===== config.mk =====
export PLATFORM = sky130hd
export DESIGN_NAME = txq_desc_dma
export DESIGN_NICKNAME = d
export VERILOG_FILES = /design/src/rtl/txq_pkg.sv /design/src/rtl/txq_csr.sv /design/src/rtl/txq_cpl.sv /design/src/rtl/txq_engine.sv /design/src/rtl/txq_desc_dma.sv
export SDC_FILE = /design/constraint.sdc
export NUM_CORES = 1
export LEC_CHECK = 0
export ABC_AREA = 1
export BUFFER_PORTS_ARGS = -buffer_cell sky130_fd_sc_hd__buf_2
export CAP_MARGIN = 30
export CELL_PAD_IN_SITES_DETAIL_PLACEMENT = 1
export CELL_PAD_IN_SITES_GLOBAL_PLACEMENT = 2
export CORE_MARGIN = 5
export CORE_UTILIZATION = 34
export DETAILED_ROUTE_END_ITERATION = 10
export HOLD_SLACK_MARGIN = 0.05
export PLACE_DENSITY = 0.79
export SLEW_MARGIN = 15
export SYNTH_ARGS = -nofsm -noshare
export SYNTH_HDL_FRONTEND = slang
export SYNTH_SLANG_ARGS = --single-unit

===== constraint.sdc =====
create_clock -name clk -period 4.2 [get_ports clk]
set_clock_uncertainty 0.1 [all_clocks]
set_input_delay 0.63 -clock clk [delete_from_list [all_inputs] [get_ports clk]]
set_output_delay 0.63 -clock clk [all_outputs]
set_load 0.1 [all_outputs]

===== src/rtl/txq_pkg.sv =====
package txq_pkg;
    // status/flag word bit positions (decoded by software)
    localparam int FLG_SOP = 31;
    localparam int FLG_EOP = 30;
    localparam int FLG_OWN = 29;
    localparam int FLG_EOQ = 28;

    // register word indices
    localparam int RIX_CTRL = 0;
    localparam int RIX_SRST = 1;
    localparam int RIX_CMD  = 2;
    localparam int RIX_STAT = 3;
    localparam int RIX_HEAD = 4;
    localparam int RIX_CPL  = 5;

    localparam int CMD_IDLE_BIT  = 3;
    localparam int STAT_IDLE_BIT = 31;

    typedef enum logic [2:0] {
        WAIT_IDLE,
        FETCH_DESC,
        CHECK_OWN,
        READ_WORD,
        STREAM,
        RELINK,
        WRITE_BACK
    } eng_state_t;
endpackage


===== src/rtl/txq_csr.sv =====
module txq_csr
    import txq_pkg::*;
#(
    parameter int AW     = 32,
    parameter int REG_AW = 3
) (
    input  logic              clk,
    input  logic              rst_n,
    input  logic              reg_wr,
    input  logic [REG_AW-1:0] reg_addr,
    input  logic [31:0]       reg_wdata,
    output logic [31:0]       reg_rdata,
    input  logic              eng_idle,
    input  logic [AW-1:0]     eng_head,
    output logic              chan_en,
    output logic              idle_req,
    output logic              srst,
    output logic              head_wr,
    output logic [AW-1:0]     head_val,
    output logic [AW-1:0]     cpl_ptr
);
    logic wr_ctrl, wr_srst, wr_cmd, wr_cpl;

    always_comb begin
        wr_ctrl = reg_wr && (reg_addr == REG_AW'(RIX_CTRL));
        wr_srst = reg_wr && (reg_addr == REG_AW'(RIX_SRST));
        wr_cmd  = reg_wr && (reg_addr == REG_AW'(RIX_CMD));
        wr_cpl  = reg_wr && (reg_addr == REG_AW'(RIX_CPL));
        head_wr = reg_wr && (reg_addr == REG_AW'(RIX_HEAD));
        head_val = reg_wdata[AW-1:0];
    end

    always_ff @(posedge clk or negedge rst_n) begin
        if (!rst_n) begin
            chan_en  <= 1'b0;
            idle_req <= 1'b0;
            srst     <= 1'b0;
            cpl_ptr  <= '0;
        end else begin
            srst <= wr_srst && reg_wdata[0];
            if (wr_ctrl) chan_en  <= reg_wdata[0];
            if (wr_cmd)  idle_req <= reg_wdata[CMD_IDLE_BIT];
            if (srst)        cpl_ptr <= '0;
            else if (wr_cpl) cpl_ptr <= reg_wdata[AW-1:0];
        end
    end

    always_comb begin
        reg_rdata = '0;
        if (reg_addr == REG_AW'(RIX_CTRL)) reg_rdata[0] = chan_en;
        if (reg_addr == REG_AW'(RIX_SRST)) reg_rdata[0] = srst;
        if (reg_addr == REG_AW'(RIX_CMD))  reg_rdata[CMD_IDLE_BIT] = idle_req;
        if (reg_addr == REG_AW'(RIX_STAT)) reg_rdata[STAT_IDLE_BIT] = eng_idle;
        if (reg_addr == REG_AW'(RIX_HEAD)) reg_rdata[AW-1:0] = eng_head;
        if (reg_addr == REG_AW'(RIX_CPL))  reg_rdata[AW-1:0] = cpl_ptr;
    end

    // the reset bit clears itself one cycle later
    a_r10_srst_selfclear: assert property (@(posedge clk) disable iff (!rst_n)
        (srst && !wr_srst) |=> !srst);
endmodule


===== src/rtl/txq_cpl.sv =====
module txq_cpl #(
    parameter int AW = 32
) (
    input  logic          clk,
    input  logic          rst_n,
    input  logic          srst,
    input  logic          wb_done,
    input  logic [AW-1:0] wb_addr,
    input  logic [AW-1:0] cpl_ptr,
    output logic          irq
);
    logic [AW-1:0] last_wb;
    logic          wb_seen;

    always_ff @(posedge clk or negedge rst_n) begin
        if (!rst_n) begin
            last_wb <= '0;
            wb_seen <= 1'b0;
        end else if (srst) begin
            last_wb <= '0;
            wb_seen <= 1'b0;
        end else if (wb_done) begin
            last_wb <= wb_addr;
            wb_seen <= 1'b1;
        end
    end

    assign irq = wb_seen && (last_wb != cpl_ptr);

    // a soft reset leaves nothing to acknowledge
    a_r7_irq_cleared: assert property (@(posedge clk) disable iff (!rst_n)
        (srst && !wb_done) |=> !irq);
endmodule


===== src/rtl/txq_engine.sv =====
module txq_engine
    import txq_pkg::*;
#(
    parameter int AW    = 32,
    parameter int LEN_W = 11
) (
    input  logic          clk,
    input  logic          rst_n,
    input  logic          srst,
    input  logic          chan_en,
    input  logic          idle_req,
    input  logic          head_wr,
    input  logic [AW-1:0] head_val,
    output logic [AW-1:0] head_ptr,
    output logic          mem_req,
    output logic          mem_we,
    output logic [AW-1:0] mem_addr,
    output logic [31:0]   mem_wdata,
    input  logic          mem_gnt,
    input  logic [31:0]   mem_rdata,
    output logic          tx_valid,
    output logic [7:0]    tx_data,
    output logic          tx_last,
    input  logic          tx_ready,
    output logic          eng_idle,
    output logic          wb_done,
    output logic [AW-1:0] wb_addr
);
    localparam logic [AW-1:0] FLAG_OFS = AW'(12);
    localparam logic [LEN_W-1:0] LEN_ONE = LEN_W'(1);

    eng_state_t     state, nxt;
    logic [AW-1:0]  cur, d_next, d_buf, ptr;
    logic [LEN_W-1:0] d_len, rem;
    logic [31:0]    d_flags, word;
    logic [1:0]     idx;
    logic           pending, stop_req, link_end;

    assign stop_req = idle_req || !chan_en;
    assign link_end = (d_next == '0);
    assign head_ptr = cur;

    // next-state logic
    always_comb begin
        nxt = state;
        unique case (state)
            WAIT_IDLE:  if (pending && !stop_req) nxt = FETCH_DESC;
            FETCH_DESC: if (mem_gnt && idx == 2'd3) nxt = CHECK_OWN;
            CHECK_OWN: begin
                if (!d_flags[FLG_OWN])   nxt = WAIT_IDLE;
                else if (d_len == '0)    nxt = RELINK;
                else                     nxt = READ_WORD;
            end
            READ_WORD:  if (mem_gnt) nxt = STREAM;
            STREAM: begin
                if (tx_ready) begin
                    if (rem == LEN_ONE)        nxt = RELINK;
                    else if (ptr[1:0] == 2'b11) nxt = READ_WORD;
                end
            end
            RELINK:     if (mem_gnt) nxt = WRITE_BACK;
            WRITE_BACK: begin
                if (mem_gnt) nxt = (link_end || stop_req) ? WAIT_IDLE : FETCH_DESC;
            end
            default:    nxt = WAIT_IDLE;
        endcase
    end

    // state register and descriptor datapath
    always_ff @(posedge clk or negedge rst_n) begin
        if (!rst_n) begin
            state <= WAIT_IDLE; cur <= '0; d_next <= '0; d_buf <= '0;
            d_len <= '0; d_flags <= '0; ptr <= '0; rem <= '0; word <= '0;
            idx <= '0; pending <= 1'b0;
        end else if (srst) begin
            state <= WAIT_IDLE; pending <= 1'b0; cur <= '0; idx <= '0;
        end else begin
            state <= nxt;
            case (state)
                WAIT_IDLE: begin
                    if (nxt == FETCH_DESC) begin
                        pending <= 1'b0;
                        idx     <= '0;
                    end else if (head_wr) begin
                        cur     <= head_val;
                        pending <= (head_val != '0);
                    end
                end
                FETCH_DESC: if (mem_gnt) begin
                    case (idx)
                        2'd0:    d_next  <= mem_rdata[AW-1:0];
                        2'd1:    d_buf   <= mem_rdata[AW-1:0];
                        2'd2:    d_len   <= mem_rdata[LEN_W-1:0];
                        default: d_flags <= mem_rdata;
                    endcase
                    idx <= idx + 2'd1;
                end
                CHECK_OWN: begin
                    ptr <= d_buf;
                    rem <= d_len;
                end
                READ_WORD: if (mem_gnt) word <= mem_rdata;
                STREAM: if (tx_ready) begin
                    ptr <= ptr + AW'(1);
                    rem <= rem - LEN_ONE;
                end
                RELINK: if (mem_gnt) d_next <= mem_rdata[AW-1:0];
                WRITE_BACK: if (mem_gnt && !link_end) begin
                    cur <= d_next;
                    idx <= '0;
                    if (stop_req) pending <= 1'b1;
                end
                default: ;
            endcase
        end
    end

    // outputs
    always_comb begin
        mem_req   = 1'b0;
        mem_we    = 1'b0;
        mem_addr  = '0;
        mem_wdata = '0;
        tx_valid  = 1'b0;
        tx_data   = word[{ptr[1:0], 3'b000} +: 8];
        tx_last   = (rem == LEN_ONE) && d_flags[FLG_EOP];
        eng_idle  = 1'b0;
        wb_done   = 1'b0;
        wb_addr   = cur;
        unique case (state)
            WAIT_IDLE:  eng_idle = 1'b1;
            FETCH_DESC: begin
                mem_req  = 1'b1;
                mem_addr = cur + {{(AW-4){1'b0}}, idx, 2'b00};
            end
            CHECK_OWN:  ;
            READ_WORD: begin
                mem_req  = 1'b1;
                mem_addr = {ptr[AW-1:2], 2'b00};
            end
            STREAM:     tx_valid = 1'b1;
            RELINK: begin
                mem_req  = 1'b1;
                mem_addr = cur;
            end
            WRITE_BACK: begin
                mem_req   = 1'b1;
                mem_we    = 1'b1;
                mem_addr  = cur + FLAG_OFS;
                mem_wdata = d_flags;
                mem_wdata[FLG_OWN] = 1'b0;
                mem_wdata[FLG_EOQ] = link_end;
                wb_done   = mem_gnt;
            end
            default:    ;
        endcase
    end

    // an ungranted request holds still
    a_r2_req_hold: assert property (@(posedge clk) disable iff (!rst_n)
        (mem_req && !mem_gnt && !srst) |=> (mem_req && $stable(mem_addr) && $stable(mem_we)));
    // a stalled byte stays put
    a_r3_byte_hold: assert property (@(posedge clk) disable iff (!rst_n)
        (tx_valid && !tx_ready && !srst) |=> (tx_valid && $stable(tx_data) && $stable(tx_last)));
    // write-back always returns ownership to software
    a_r4_owner_returned: assert property (@(posedge clk) disable iff (!rst_n)
        (mem_req && mem_we) |-> !mem_wdata[FLG_OWN]);
    // a descriptor not owned by hardware ends the walk
    a_r6_unowned_stop: assert property (@(posedge clk) disable iff (!rst_n)
        (state == CHECK_OWN && !d_flags[FLG_OWN] && !srst) |=> (eng_idle && !mem_req && !tx_valid));
    // an idle channel neither streams nor touches memory
    a_r8_idle_quiet: assert property (@(posedge clk) disable iff (!rst_n)
        eng_idle |-> (!tx_valid && !mem_req));
endmodule


===== src/rtl/txq_desc_dma.sv =====
module txq_desc_dma #(
    parameter int AW     = 32,
    parameter int LEN_W  = 11,
    parameter int REG_AW = 3
) (
    input  logic              clk,
    input  logic              rst_n,
    input  logic              reg_wr,
    input  logic [REG_AW-1:0] reg_addr,
    input  logic [31:0]       reg_wdata,
    output logic [31:0]       reg_rdata,
    output logic              mem_req,
    output logic              mem_we,
    output logic [AW-1:0]     mem_addr,
    output logic [31:0]       mem_wdata,
    input  logic              mem_gnt,
    input  logic [31:0]       mem_rdata,
    output logic              tx_valid,
    output logic [7:0]        tx_data,
    output logic              tx_last,
    input  logic              tx_ready,
    output logic              irq
);
    logic          chan_en, idle_req, srst, head_wr, eng_idle, wb_done;
    logic [AW-1:0] head_val, cpl_ptr, head_ptr, wb_addr;

    txq_csr #(.AW(AW), .REG_AW(REG_AW)) u_csr (
        .clk(clk), .rst_n(rst_n), .reg_wr(reg_wr), .reg_addr(reg_addr),
        .reg_wdata(reg_wdata), .reg_rdata(reg_rdata), .eng_idle(eng_idle),
        .eng_head(head_ptr), .chan_en(chan_en), .idle_req(idle_req),
        .srst(srst), .head_wr(head_wr), .head_val(head_val), .cpl_ptr(cpl_ptr)
    );

    txq_engine #(.AW(AW), .LEN_W(LEN_W)) u_engine (
        .clk(clk), .rst_n(rst_n), .srst(srst), .chan_en(chan_en),
        .idle_req(idle_req), .head_wr(head_wr), .head_val(head_val),
        .head_ptr(head_ptr), .mem_req(mem_req), .mem_we(mem_we),
        .mem_addr(mem_addr), .mem_wdata(mem_wdata), .mem_gnt(mem_gnt),
        .mem_rdata(mem_rdata), .tx_valid(tx_valid), .tx_data(tx_data),
        .tx_last(tx_last), .tx_ready(tx_ready), .eng_idle(eng_idle),
        .wb_done(wb_done), .wb_addr(wb_addr)
    );

    txq_cpl #(.AW(AW)) u_cpl (
        .clk(clk), .rst_n(rst_n), .srst(srst), .wb_done(wb_done),
        .wb_addr(wb_addr), .cpl_ptr(cpl_ptr), .irq(irq)
    );

    // after reset the channel is quiet
    a_r1_quiet_after_reset: assert property (@(posedge clk)
        $rose(rst_n) |-> (!tx_valid && !mem_req && !irq));
endmodule


* After elaboration in Yosys (flattened, before gate mapping)
Cells that the tools add are included.
** Operators by class
- Multiplexer cells :: 56
- Shift-type cells :: 1
- Add/subtract/negate cells :: 5
- Bitwise logic cells :: 2
- Equality and inequality tests :: 29
- Reduce and logical (&&, ||, !) cells :: 39
** Operators with widths (number)
- 32-bit 2-to-1 mux :: 15
- 32-bit case mux with 2 select lines :: 3
- 32-bit case mux with 4 select lines :: 1
- 3-bit 2-to-1 mux :: 11
- 32-bit by 1-bit adder with 32-bit output, second input constant :: 1
- 32-bit by 4-bit adder with 32-bit output :: 1
- 32-bit by 4-bit adder with 32-bit output, second input constant :: 1
- 32-bit logical NOT :: 1
- 32-bit inequality test :: 1
- 32-bit nonzero test :: 1
- 32-bit by 6-bit indexed part select with 8-bit output :: 1
- 4-bit AND reduction :: 6
- 11-bit case mux with 2 select lines :: 1
- 3-bit case mux with 7 select lines :: 1
- 1-bit 2-to-1 mux :: 17
- 3-bit equality test, second input constant :: 5
- 3-bit by 2-bit equality test with 1-bit output, second input constant :: 4
- 11-bit by 1-bit equality test with 1-bit output, second input constant :: 1
- 1-bit logical AND :: 11
- 11-bit logical NOT :: 1
- 11-bit 2-to-1 mux :: 1
- 11-bit by 1-bit subtractor with 11-bit output, second input constant :: 1
- 3-bit by 1-bit equality test with 1-bit output, second input constant :: 3
- 3-bit by 2-bit inequality test with 1-bit output, second input constant :: 3
- other kinds (21) :: 40
** Storage, ports and cells
- Input port bits :: 72
- Flip-flop bits (word level) :: 288
- Output and inout port bits :: 109
- Logic and storage cells :: 149

* Depth between registers and ports, before layout
Gate-level depths: netlist (run 1).
- Depth in word-level cells :: 10
- Depth in mapped cells :: 17
- Depth with buffers taken out :: 15

* By module
From an unflattened synthesis (run 1), not the netlist that was laid out.
** Second synthesis, totals
- Cell total of the unflattened synthesis :: 2372
- Area total of the unflattened synthesis :: 16819.9 sq um
** Modules (own cells, without submodules)
- txq_engine :: area each 12451.9 sq um, sequential area each 5480.3 sq um, instances 1, cells each 1703
- txq_csr :: area each 2378.5 sq um, sequential area each 875.8 sq um, instances 1, cells each 374
- txq_cpl :: area each 1989.4 sq um, sequential area each 825.8 sq um, instances 1, cells each 295

* Worst setup path after synthesis (run 1)
OpenSTA, ideal clock, no wires.
- Kind :: in2out
- From :: in reg_addr[0]
- To :: out reg_rdata[0]
- Stages on the path :: 7
- Data arrival time :: 3.366 ns
- Required time :: 3.470 ns
- Buffers on the path :: 1
- Slack :: 0.104 ns
- Path through :: inv_1 > nor2_1 > inv_1 > nor2_1 > inv_1 > clkbuf_1 > o21ai_0
** Between the ends
- Longest elaborated chain between the ends :: 5
- Elaborated cells on any way between the ends :: 8
- Classes of those cells :: eq/ne: 3; mux: 4; reduce/logical: 1
** RTL lines
- start, declared :: line txq_desc_dma.sv:9 : input logic [REG_AW-1:0] reg_addr,
- 3-bit logical NOT :: line txq_csr.sv:50 : if (reg_addr == REG_AW'(RIX_CTRL)) reg_rdata[0] = chan_en;
- 1-bit 2-to-1 mux :: line txq_csr.sv:50
- 1-bit 2-to-1 mux :: line txq_csr.sv:51 : if (reg_addr == REG_AW'(RIX_SRST)) reg_rdata[0] = srst;
- 32-bit 2-to-1 mux :: line txq_csr.sv:54 : if (reg_addr == REG_AW'(RIX_HEAD)) reg_rdata[AW-1:0] = eng_head;
- 32-bit 2-to-1 mux * :: line txq_csr.sv:55 : if (reg_addr == REG_AW'(RIX_CPL)) reg_rdata[AW-1:0] = cpl_ptr;
- end, declared :: line txq_desc_dma.sv:11 : output logic [31:0] reg_rdata,
Every way passes the cells marked *; elsewhere a longest branch is shown, timed or not.

* Final worst setup path (run 1)
- From :: reg u_engine.state[1]
- To :: out mem_addr[31]
** Between the ends
- Longest elaborated chain between the ends :: 2
- Elaborated cells on any way between the ends :: 5
- Classes of those cells :: eq/ne: 4; mux: 1
** RTL lines
- start, declared :: line txq_engine.sv:32 : eng_state_t state, nxt;
- start signal, assigned :: line txq_engine.sv:78 : state <= nxt;
- 3-bit equality test, or another cell as far along :: line txq_engine.sv:130 : unique case (state)
- 32-bit case mux with 4 select lines * :: line txq_engine.sv:130
- end, declared :: line txq_desc_dma.sv:14 : output logic [AW-1:0] mem_addr,
Marked as above.

==> flow_metrics.py, run 1 <==
metrics = {
    "clocking": {
        "max-clock-path-buffers": 3,
        "postCtsSetupBuffers": 0,
        "htree_levels": 2,
        "ctsHoldBuffers": 0,
        "cts-resized-gates": 0,
        "clk_pin_slew_worst_paths_ns": 0.06,
        "cts_made_buffers": 36,
        "root_buffer": "clkbuf_16",
        "cts_tree": "yes",
        "insertion_delay_ns": 0.54,
        "clock-sinks": 287,
    },
    "floorplanning": {
        "io_pins": 181,
        "rows": 78,
        "dieArea_um2": 49700,
        "die_w_um": 222.9,
        "core_um2": 45090,
        "die_h_um": 222.9,
        "initial_utilization_pct": 34.19,
    },
    "logic_synthesis": {
        "synth_cells": 2029,
        "synth_cell_type_count": 43,
        "syn_nets": 2111,
        "synth_seq_cells": 287,
        "syn_avg_cell_area_um2": 7.598,
        "syn_area_um2": 15420,
        "ys.warnings.count": 0,
        "ys_seq_area_share_pct": 46.59,
    },
    "sta": {
        "setup_viol": 0,
        "rsz0062_at_grt": "false",
        "finalHoldViolCount": 0,
        "clock.fmax_mhz": 248.5,
        "min_period_over_period_pct": 95.83,
        "fin_setup_tns_ns": 0,
        "finalCriticalPeriod_ns": 4.025,
        "holdWs_ns": 0.02349,
        "max-slew-margin-rel_pct": 32.91,
        "setup_slack_ns": 0.1753,
        "final_max_slew_viol_count": 0,
        "worst_slew_pin_slew_ns": 1.006,
    },
    "setup_path": {
        "crit_path_cell_trace": "inv_2, nor2_4, nand2_2, nand2_1, ha_1, nand3_1, nand2_1, nand2_1, nor2_1, inv_1, nor2_1, nand3_1, nand3_1, o221ai_1, buf_12",
        "start_kind": "register",
        "crit_fanout": 6,
        "crit_required_ns": 3.47,
        "critical_path_arrival_ns": 3.29,
        "worst_path_max_delay_cell": "dfrtp_1",
        "end_kind": "primary output",
        "worstSetupPathType": "register to primary output",
        "max_stage_delay_ns": 0.44,
    },
    "flow_run": {
        "maxCapViolations": 0,
    },
    "routing": {
        "ant_nets": 0,
        "vias": 15100,
        "wl_per_cell_um": 23.34,
        "drc_errors": 0,
        "dr.pass1.iters": 5,
        "wirelength_mm": 65.43,
        "viasPerCell": 5.385,
        "drt_iter0_drc": 1058,
    },
    "hold_path": {
        "min_path_type": "input port to asynchronous set/reset pin",
    },
    "global_routing": {
        "antenna_found_initial": 5,
        "grtUsageTotal_pct": 25.78,
        "overflow": 0,
        "grt_max_degree": 113,
        "first_global_vias": 15680,
        "grt_pass1_wl_mm": 98.53,
    },
    "finish": {
        "layout-drive-gt1-share_pct": 13.45,
        "area_growth_pct": 18.97,
        "final_area_um2": 18340,
        "final_cells": 2803,
        "utilization_pct": 40.68,
        "mostFrequentLayoutCell": "nand2_1",
        "nets": 2260,
        "final_cell_mix": "466 x nand2_1, 287 x dfrtp_1, 278 x inv_1, 257 x o21ai_0, 158 x buf_2",
    },
    "placed_design": {
        "dp_slack_ns": 0.7868,
        "numPortBuffers": 179,
        "dpl-instance-area_um2": 17180,
        "gp_congestion": 0.8999,
        "place_hpwl_mm": 48.50,
        "dpl.cell_count": 2739,
    },
    "pwr": {
        "power_mw": 14.69,
        "power.leakage_nw": 8.763,
        "power_density_nw_per_um2": 801.1,
        "ir_drop_mv": 0.5591,
    },
    "run_status": {
        "run_status": "finished clean",
    },
}
==> cells in the mapped netlist (all sizes together) <==
cell type | instances | area [µm²]
xnor2 | 22 | 192.7
dfrtp | 287 | 7182
nand2 | 468 | 1762
clkinv | 2 | 7.510
inv | 287 | 1077
a41oi | 1 | 8.760
o211ai | 18 | 135.1
o221ai | 27 | 236.5
nor3b | 2 | 15.01
nand3 | 99 | 525.5
o22ai | 113 | 706.9
ha | 9 | 112.6
a22oi | 10 | 75.07
nand4 | 58 | 369.1
o32ai | 1 | 8.760
a2bb2oi | 1 | 8.760
o21ai | 262 | 1311
conb | 1 | 3.750
nand3b | 1 | 7.510
nor3 | 32 | 165.2
xor2 | 9 | 78.83
o31ai | 2 | 15.01
nor4 | 10 | 62.56
fa | 1 | 20.02
a21oi | 31 | 155.2
or2 | 4 | 25.02
clkbuf | 66 | 247.7
nor2 | 167 | 680.7
buf | 34 | 195.2
a31oi | 4 | 25.02
==> area by class of cell <==
type	instances	area (µm²)
Antenna cell	2	5.005
Clock buffer	52	1052
Multi-Input combinational cell	1353	6713
Timing Repair Buffer	211	1476
Inverter	289	1085
Sequential cell	287	7182
Tap cell	600	750.7
Clock inverter	9	76.32
Fill cell	5597	26750
==> power breakdown <==
group | internal (mW) | switching [mW] | leakage [nW] | total [mW]
Clock | 1.80 | 1.25 | 0.558 | 3.05
Sequential | 3.74 | 0.912 | 3.66 | 4.65
Combinational | 1.74 | 5.25 | 4.54 | 6.99
Total | 7.27 | 7.42 | 8.76 | 14.7
==> state kept, by name, summed over array words and instances, names as in the netlist <==
name,count
u_engine.head_ptr,32
u_csr.srst,1
u_engine.idx,2
u_csr.idle_req,1
u_cpl.last_wb,32
u_engine.d_flags,31
u_engine.d_len,11
u_engine.pending,1
u_cpl.wb_seen,1
u_csr.chan_en,1
u_engine.d_buf,32
u_engine.d_next,32
u_engine.word,32
u_csr.cpl_ptr,32
u_engine.rem,11
u_engine.state,3
u_engine.ptr,32
==> worst max-delay path: cells and delay by family, from the launching register on <==
| kind | cells | cell delay (ns) |
|---|---|---|
| AND/OR/NAND/NOR | 10 | 1.42 |
| flip-flops | 1 | 0.44 |
| buffers and inverters | 3 | 0.43 |
| adder cells (fa/ha/maj) | 1 | 0.29 |
| AO/OA/AOI/OAI | 1 | 0.18 |
==> cells by family after synthesis <==
group | share of synthesized area, %
simple gates | 23.43
compound gates | 17.43
buf+inv | 9.910
flops | 46.59
xor+xnor | 1.761
fa+ha+maj | 0.8603
other cells | 0.02433
==> path summary, 6_finish.rpt <==
kind,start,end,slack (ns),cells past startpoint
worst max-delay path,u_engine.state[1],mem_addr[31],0.18,15
worst min-delay path,rst_n,u_csr.cpl_ptr[19],0.02,1
worst max register to register,u_engine.state[0],u_engine.head_ptr[13],1.14,11
worst min register to register,u_engine.d_buf[27],u_engine.d_buf[27],0.38,2
max in group asynchronous,rst_n,u_engine.d_len[8],2.91,2
min in group clk,reg_wdata[3],u_csr.idle_req,0.28,3
==> per-layer routing <==
metal	wire, µm	GRT usage, %	part of all wire, %	vias up
met5	27	0	0.041	-
met1	29310	36.01	45	7527
met2	30710	42.00	47	440
li1	-	-	-	7026
met4	1922	7.194	2.9	4
met3	3459	3.842	5.3	98
No activity file was read; power rests on OpenSTA's default activity.
==> run 2: changes to the inputs <==
--- a/config.mk
+++ b/config.mk
@@ -11,10 +11,10 @@
 export CELL_PAD_IN_SITES_DETAIL_PLACEMENT = 1
 export CELL_PAD_IN_SITES_GLOBAL_PLACEMENT = 2
 export CORE_MARGIN = 5
-export CORE_UTILIZATION = 34
+export CORE_UTILIZATION = 37
 export DETAILED_ROUTE_END_ITERATION = 10
 export HOLD_SLACK_MARGIN = 0.05
-export PLACE_DENSITY = 0.79
+export PLACE_DENSITY = 0.85
 export SLEW_MARGIN = 15
 export SYNTH_ARGS = -nofsm -noshare
 export SYNTH_HDL_FRONTEND = slang
==> constraint.sdc (replaced) <==
create_clock -name clk -period 5 [get_ports clk]
set_clock_uncertainty 0.1 [all_clocks]
set_input_delay 0.75 -clock clk [delete_from_list [all_inputs] [get_ports clk]]
set_output_delay 0.75 -clock clk [all_outputs]
set_load 0.1 [all_outputs]
==> run 2 against run 1 <==
Compared with the run above: hold slack better by 0.15 ns; cell count is 2.7% lower; global-route usage is 1.2 points higher; setup slack better by 0.50 ns.
==> flow_metrics.py, run 2 (synthesis gave the netlist of run 1 again) <==
metrics = {
    "routing": {
        "vias": 15050,
        "drc_errors": 0,
        "dr.pass1.iters": 7,
        "wl_per_cell_um": 23.23,
        "viasPerCell": 5.521,
        "drt_iter0_drc": 1137,
        "ant_nets": 0,
        "wirelength_mm": 63.34,
    },
    "global_routing": {
        "grt_pass1_wl_mm": 96.91,
        "antenna_found_initial": 2,
        "grt_max_degree": 111,
        "grtUsageTotal_pct": 26.99,
        "first_global_vias": 15750,
        "overflow": 0,
    },
    "placed_design": {
        "place_hpwl_mm": 46.66,
        "gp_congestion": 0.9160,
        "numPortBuffers": 179,
    },
    "finish": {
        "area_growth_pct": 17.10,
        "final_cell_mix": "465 x nand2_1, 287 x dfrtp_1, 278 x inv_1, 257 x o21ai_0, 178 x buf_2",
        "nets": 2248,
        "diodes": 0,
        "mostFrequentLayoutCell": "nand2_1",
        "layout-drive-gt1-share_pct": 13.26,
    },
    "sta": {
        "holdWs_ns": 0.1751,
        "setup_viol": 0,
        "fin_setup_tns_ns": 0,
        "finalHoldViolCount": 0,
        "final_max_slew_viol_count": 0,
        "clock.fmax_mhz": 231.0,
        "rsz0062_at_grt": "false",
        "min_period_over_period_pct": 86.57,
        "finalCriticalPeriod_ns": 4.329,
        "max-slew-margin-rel_pct": 37.79,
        "worst_slew_pin_slew_ns": 0.9331,
    },
    "floorplanning": {
        "io_pins": 181,
        "dieArea_um2": 45850,
        "initial_utilization_pct": 37.58,
        "die_h_um": 214.1,
        "rows": 74,
        "core_um2": 41020,
        "die_w_um": 214.1,
    },
    "clocking": {
        "insertion_delay_ns": 0.56,
        "cts-resized-gates": 0,
        "root_buffer": "clkbuf_16",
        "postCtsSetupBuffers": 0,
        "max-clock-path-buffers": 3,
        "cts_made_buffers": 37,
        "htree_levels": 2,
        "ctsHoldBuffers": 0,
        "clock-sinks": 287,
        "clk_pin_slew_worst_paths_ns": 0.06,
        "cts_tree": "yes",
    },
    "setup_path": {
        "end_kind": "primary output",
        "critical_path_arrival_ns": 3.48,
        "start_kind": "register",
        "worstSetupPathType": "register to primary output",
        "crit_fanout": 37,
        "crit_required_ns": 4.15,
    },
    "pwr": {
        "ir_drop_mv": 0.5847,
        "power.leakage_nw": 8.729,
        "power_density_nw_per_um2": 676.5,
        "power_mw": 12.21,
    },
    "hold_path": {
        "min_path_type": "input port to asynchronous set/reset pin",
    },
    "flow_run": {
        "maxCapViolations": 0,
    },
    "run_status": {
        "run_status": "finished clean",
    },
}
run 2: cell count changes in the layout (fill, tap and decap cells not counted), sizes merged:
cell	before	now
inv	287	292
buf	209	198
clkbuf	54	51
bufinv	1	4
diode	2	0
clkinv	9	8
run 2: area by class of cell:
class                      instances  area (µm²)
tap                              532       665.6
clock buffer                      51        1059
fill                            5099       22960
clock inverter                    16       220.2
inverter                         289        1085
timing repair buffer             198        1129
sequential                       287        7182
multi-input combinational       1353        6713
run 2: final timing paths:
check	end	slack, ns	startpoint	depth (start not counted)
setup reg to reg	u_engine.ptr[23]	1.47	u_engine.state[2]	9
hold reg to reg	u_engine.head_ptr[1]	0.37	u_engine.head_ptr[1]	2
max in group asynchronous	u_engine.d_flags[24]	3.52	rst_n	2
hold / removal	u_cpl.last_wb[17]	0.18	rst_n	1
setup / recovery	mem_addr[9]	0.67	u_engine.state[1]	10
min in group clk	u_engine.head_ptr[1]	0.37	u_engine.head_ptr[1]	2
run 2: worst max-delay path: stages, from the launching register on:
cell and delay, ns:
dfrtp_1 0.45, inv_2 0.11, nor2_4 0.05, nand2_2 0.08, buf_4 0.43, inv_2 0.09, nor2_1 0.48, inv_2 0.40
o211ai_1 0.21, o221ai_1 0.24, buf_2 0.38
run 2: per-stage QoR:
stage	instance area, µm²	worst slack (ns)	cells	utilization [%]
final	18050	0.6713	2726	44.01
after global routing	18050	0.4233	2726	44.01
after CTS	18050	0.6729	2726	44.01
after detailed placement	16770	1.278	2659	40.89
after global placement	16680	1.260	2654	40.66
after floorplan	15420	0.6639	2029	-
run 2: power breakdown:
| part | total (mW) | switching [mW] | internal [mW] |
|---|---|---|---|
| clock network | 2.82 | 1.11 | 1.71 |
| registers | 3.93 | 0.784 | 3.14 |
| logic | 5.47 | 4.28 | 1.19 |
| total | 12.2 | 6.17 | 6.04 |
run 2: metal layers:
metal | vias up | track usage, % | routed length [µm]
li1 | 7014 | - | -
met1 | 7562 | 37.12 | 28710
met2 | 402 | 45.43 | 30250
met3 | 71 | 3.473 | 2912
met4 | 0 | 6.957 | 1469
met5 | - | 0 | 0
